==> config.mk <==
export PLATFORM = sky130hd
export DESIGN_NAME = qdac_front
export DESIGN_NICKNAME = d
export VERILOG_FILES = /design/src/rtl/qdac_pkg.sv /design/src/rtl/qdac_in_stage.sv /design/src/rtl/qdac_dac_stage.sv /design/src/rtl/qdac_out_gate.sv /design/src/rtl/qdac_front.sv
export SDC_FILE = /design/constraint.sdc
export NUM_CORES = 1
export LEC_CHECK = 0
export CORE_MARGIN = 4
export CORE_UTILIZATION = 52
export CTS_CLUSTER_SIZE = 25
export DETAILED_ROUTE_END_ITERATION = 8
export PLACE_DENSITY = 0.82
export SYNTH_ARGS = -nofsm -noshare
export SYNTH_HDL_FRONTEND = slang
export SYNTH_SLANG_ARGS = --single-unit
==> constraint.sdc <==
create_clock -name clk -period 1.8 [get_ports clk]
set_clock_uncertainty 0.2 [all_clocks]
set_input_delay 0.36 -clock clk [delete_from_list [all_inputs] [get_ports clk]]
set_output_delay 0.36 -clock clk [all_outputs]
set_load 0.01 [all_outputs]
==> src/rtl/qdac_pkg.sv <==
package qdac_pkg;
  localparam int CH_N = 4;
  localparam int ADDR_W = $clog2(CH_N);
  typedef enum logic [ADDR_W-1:0] {
    CH_A = 2'd0,
    CH_B = 2'd1,
    CH_C = 2'd2,
    CH_D = 2'd3
  } ch_e;
endpackage

==> src/rtl/qdac_in_stage.sv <==
module qdac_in_stage #(
  parameter int W   = 12,
  parameter int SEL = 0,
  parameter int AW  = 2
) (
  input  logic          clk,
  input  logic          rst,
  input  logic          wr_n,
  input  logic [AW-1:0] addr,
  input  logic [W-1:0]  din,
  output logic [W-1:0]  hold_q,
  output logic [W-1:0]  next_v
);
  logic hit;

  assign hit    = !wr_n && (addr == AW'(SEL));
  assign next_v = hit ? din : hold_q;

  always_ff @(posedge clk) begin
    if (rst) hold_q <= '0;
    else     hold_q <= next_v;
  end
endmodule

==> src/rtl/qdac_dac_stage.sv <==
module qdac_dac_stage #(
  parameter int W = 12
) (
  input  logic         clk,
  input  logic         rst,
  input  logic         ld_n,
  input  logic [W-1:0] src,
  output logic [W-1:0] q
);
  always_ff @(posedge clk) begin
    if (rst)        q <= '0;
    else if (!ld_n) q <= src;
  end
endmodule

==> src/rtl/qdac_out_gate.sv <==
module qdac_out_gate #(
  parameter int W = 12
) (
  input  logic         pd,
  input  logic [W-1:0] held,
  output logic [W-1:0] code
);
  assign code = pd ? '0 : held;
endmodule

==> src/rtl/qdac_front.sv <==
module qdac_front
  import qdac_pkg::*;
#(
  parameter int W = 12
) (
  input  logic              clk,
  input  logic              rst,
  input  logic              wr_n,
  input  logic              ld_n,
  input  logic [ADDR_W-1:0] addr,
  input  logic [W-1:0]      din,
  input  logic              sd,
  output logic [W-1:0]      code_a,
  output logic [W-1:0]      code_b,
  output logic [W-1:0]      code_c,
  output logic [W-1:0]      code_d,
  output logic              pwr_dn
);
  logic [W-1:0] in_q   [CH_N];
  logic [W-1:0] in_nxt [CH_N];
  logic [W-1:0] dac_q  [CH_N];
  logic [W-1:0] code_v [CH_N];

  // The output stage sources the input stage's next value, so that write and
  // load together pass data through in a single edge.
  for (genvar i = 0; i < CH_N; i++) begin : g_ch
    qdac_in_stage #(.W(W), .SEL(i), .AW(ADDR_W)) u_in (
      .clk(clk), .rst(rst), .wr_n(wr_n), .addr(addr), .din(din),
      .hold_q(in_q[i]), .next_v(in_nxt[i])
    );
    qdac_dac_stage #(.W(W)) u_dac (
      .clk(clk), .rst(rst), .ld_n(ld_n), .src(in_nxt[i]), .q(dac_q[i])
    );
    qdac_out_gate #(.W(W)) u_gate (
      .pd(pwr_dn), .held(dac_q[i]), .code(code_v[i])
    );
  end

  always_ff @(posedge clk) begin
    if (rst) pwr_dn <= 1'b0;
    else     pwr_dn <= sd;
  end

  assign code_a = code_v[CH_A];
  assign code_b = code_v[CH_B];
  assign code_c = code_v[CH_C];
  assign code_d = code_v[CH_D];
endmodule

==> flow_summary.json, run 1 <==
{
  "worstHoldPathType": "register to register",
  "min_to": "g_ch[3].u_in.hold_q[0]",
  "violations": "setup timing",
  "final_cell_area_mm2": 0.004634,
  "yosysWarnings": 0,
  "powerDensity_mw_per_mm2": 864.0,
  "cts.sinks": 97,
  "grt_max_degree": 98,
  "htreeDepth": 3,
  "finalSetupViolations": 33,
  "synth.distinct_cells": 23,
  "drive_gt1_share_pct": 11.20,
  "syn_inst": 430,
  "status": "finished with violations",
  "finalCritPeriodShare_pct": 101.4,
  "numCtsBuffers": 9,
  "rows": 30,
  "slowest_stage": "dfxtp_2",
  "port_buffers": 67,
  "antenna_found_initial": 0,
  "gp_congestion": 0.7454,
  "crit_type": "register to output port",
  "synth.area.top_cells": "dfxtp_1 52%, nand2_1 7.2%, a21oi_1 6.5%",
  "post_drt_wl_per_cell_um": 14.86,
  "synth.largest_area_cell": "dfxtp_1",
  "drt-initial-drc-count": 204,
  "setup.worst_path.start_class": "register",
  "irDropWorstVdd_mv": 0.5052,
  "initial_utilization_pct": 54.38,
  "cts_root_buf": "clkbuf_8",
  "synth_top_area_share_pct": 51.70,
  "critical_path_arrival_ns": 1.26,
  "synth-seq-cells": 97,
  "layout_common_cells": "96 x dfxtp_1, 72 x nand2_1, 60 x nor2_1",
  "max_stage_delay_ns": 0.38,
  "cp_top_family": "buffers and inverters",
  "synth_edf_count": 0,
  "grt_pass1_wl_mm": 14.47,
  "path_buf_inv": 2,
  "final_antenna_net_count": 0,
  "tightest_slew_ns": 0.4028,
  "ios": 68,
  "dpl_cell_area_mm2": 0.004558,
  "syn_area_per_cell_um2": 8.735,
  "first_global_vias": 3000,
  "final_core_util_pct": 67.10,
  "final_common_cell": "dfxtp_1",
  "drv_cap": 0,
  "r2r_cells": 2,
  "seq_area_frac_synth_pct": 51.70,
  "period_needed_ns": 1.825,
  "via_count": 3190,
  "die_w_um": 92.99,
  "synthesis.area_mm2": 0.003756,
  "synth_async_sr_flop_share_pct": 0,
  "crit_chain": "buf_12 > nor2_1 > dlygate4sd2_1",
  "dieHeight_um": 92.99,
  "cts_tree": "built",
  "relSlewSlack_pct": 73.15,
  "hold_start": "g_ch[3].u_in.hold_q[0]",
  "fin_ws_ns": -0.02499,
  "clockBufferDepth": 2,
  "p_leak_uw": 0.001862,
  "via_per_inst": 5.434,
  "fp.dieArea_mm2": 0.008647,
  "fp.coreArea_mm2": 0.006907,
  "hpwl_mm": 5.783,
  "cts_hold_buf": 0,
  "synth_ff_type": "dfxtp_1",
  "clk_pin_slew_worst_paths_ns": 0.08,
  "postSynthNetCount": 449,
  "drcViolationCount": 0,
  "fmax_mhz": 547.9,
  "slew_viol_final": 0,
  "area_growth_pct": 23.38,
  "final_nets": 506,
  "hold_viol_final": 0,
  "hold_depth": 2,
  "grt_util_all_layers_pct": 21.17,
  "clock_latency_ns": 0.35,
  "required_ns": 1.24,
  "reg2reg_slack_ns": 0.84,
  "drtPass1Iterations": 4,
  "routed_wl_mm": 8.722,
  "cp_max_fo": 30,
  "worstReg2RegEnd": "g_ch[0].u_dac.q[6]",
  "endpoint_kind": "output port",
  "r2r-start": "g_ch[0].u_in.hold_q[6]",
  "grt-ovfl-total": 0,
  "diodes": 0,
  "rsz0062_at_grt": "yes"
}
timing repair:
item	4_1_cts	5_1_grt
endpoints found under the setup margin	90	77
gates cloned	0	0
buffers inserted	0	0
resized for setup	72	21
registers in the layout, indices dropped and copies added (netlist names):
register          cells
g_ch.u_in.hold_q     48
pwr_dn                1
g_ch.u_dac.q         48
metrics by stage:
stage	worst slack (ns)	total power, uW	TNS, ns	cells	hold slack (ns)
finish	-0.02499	4004	-0.4562	587	0.2665
global route	-0.09171	4167	-2.805	587	0.2887
CTS	-0.04509	4024	-1.488	587	0.2692
floorplan	0.1594	2629	0	430	0.2400
global placement	-0.3690	2880	-25.81	572	0.2472
detailed placement	-0.4247	2899	-30.27	572	0.2573
logic make-up (layout without fill, tap and decap cells):
logic type      after synthesis  count (layout)  share of synthesized area (%)
buf+inv                      49             110                          6.096
mux                          12              12                          3.198
flops                        97              97                          51.70
simple gates                175             175                          21.19
compound gates               97              97                          17.82
cells in the mapped netlist, types with 3 or more instances:
cell type	n
buf_6	5
buf_2	3
a311oi_1	21
mux2i_1	12
nor2b_1	36
nand2_1	72
nor2_1	60
a211oi_1	12
a221oi_1	12
dfxtp_1	97
a21oi_1	49
clkbuf_1	25
inv_1	13
tightest hold or removal path, stage by stage (launching register included):
cell and delay (ns):
dfxtp_1 0.30, nand2_1 0.06, a21oi_1 0.06
area by class of cell:
type                            instances  area [um^2]
Tap cell                               96        120.1
Clock inverter                          3        18.77
Clock buffer                           12        135.1
Timing Repair Buffer                   81        769.5
Fill cell                             593         2272
Multi-Input combinational cell        284         1595
Inverter                               14        52.55
Sequential cell                        97         1943
routing by layer:
metal | global-route usage (%) | vias up | wire (um)
met1 | 27.59 | 1485 | 3674
met2 | 33.47 | 114 | 4085
met4 | 10.13 | 0 | 232
met5 | 0 | - | 0
met3 | 4.505 | 19 | 730
li1 | - | 1572 | -
worst max path at each step:
stage / to / cells past startpoint / from
CTS: code_a[10] / 3 / pwr_dn
global route: code_d[2] / 3 / pwr_dn
global placement: g_ch[2].u_dac.q[6] / 4 / addr[1]
finish: code_c[11] / 3 / pwr_dn
detailed placement: g_ch[1].u_dac.q[11] / 4 / addr[0]
floorplan: code_c[10] / 3 / pwr_dn
report_power, final:
| part | internal, uW | total (uW) | switching, uW |
|---|---|---|---|
| sequential | 2240 | 2280 | 35.4 |
| combinational | 230 | 528 | 298 |
| clock | 496 | 1200 | 701 |
| total | 2970 | 4000 | 1030 |
No activity file was read; power rests on OpenSTA's default activity.
==> run 2, diff against run 1 <==
--- a/config.mk
+++ b/config.mk
@@ -7,7 +7,6 @@
 export LEC_CHECK = 0
 export CORE_MARGIN = 4
 export CORE_UTILIZATION = 52
-export CTS_CLUSTER_SIZE = 25
 export DETAILED_ROUTE_END_ITERATION = 8
 export PLACE_DENSITY = 0.82
 export SYNTH_ARGS = -nofsm -noshare
==> results of run 2 <==
The final DEF is identical to that of run 1; final timing and power are the same.
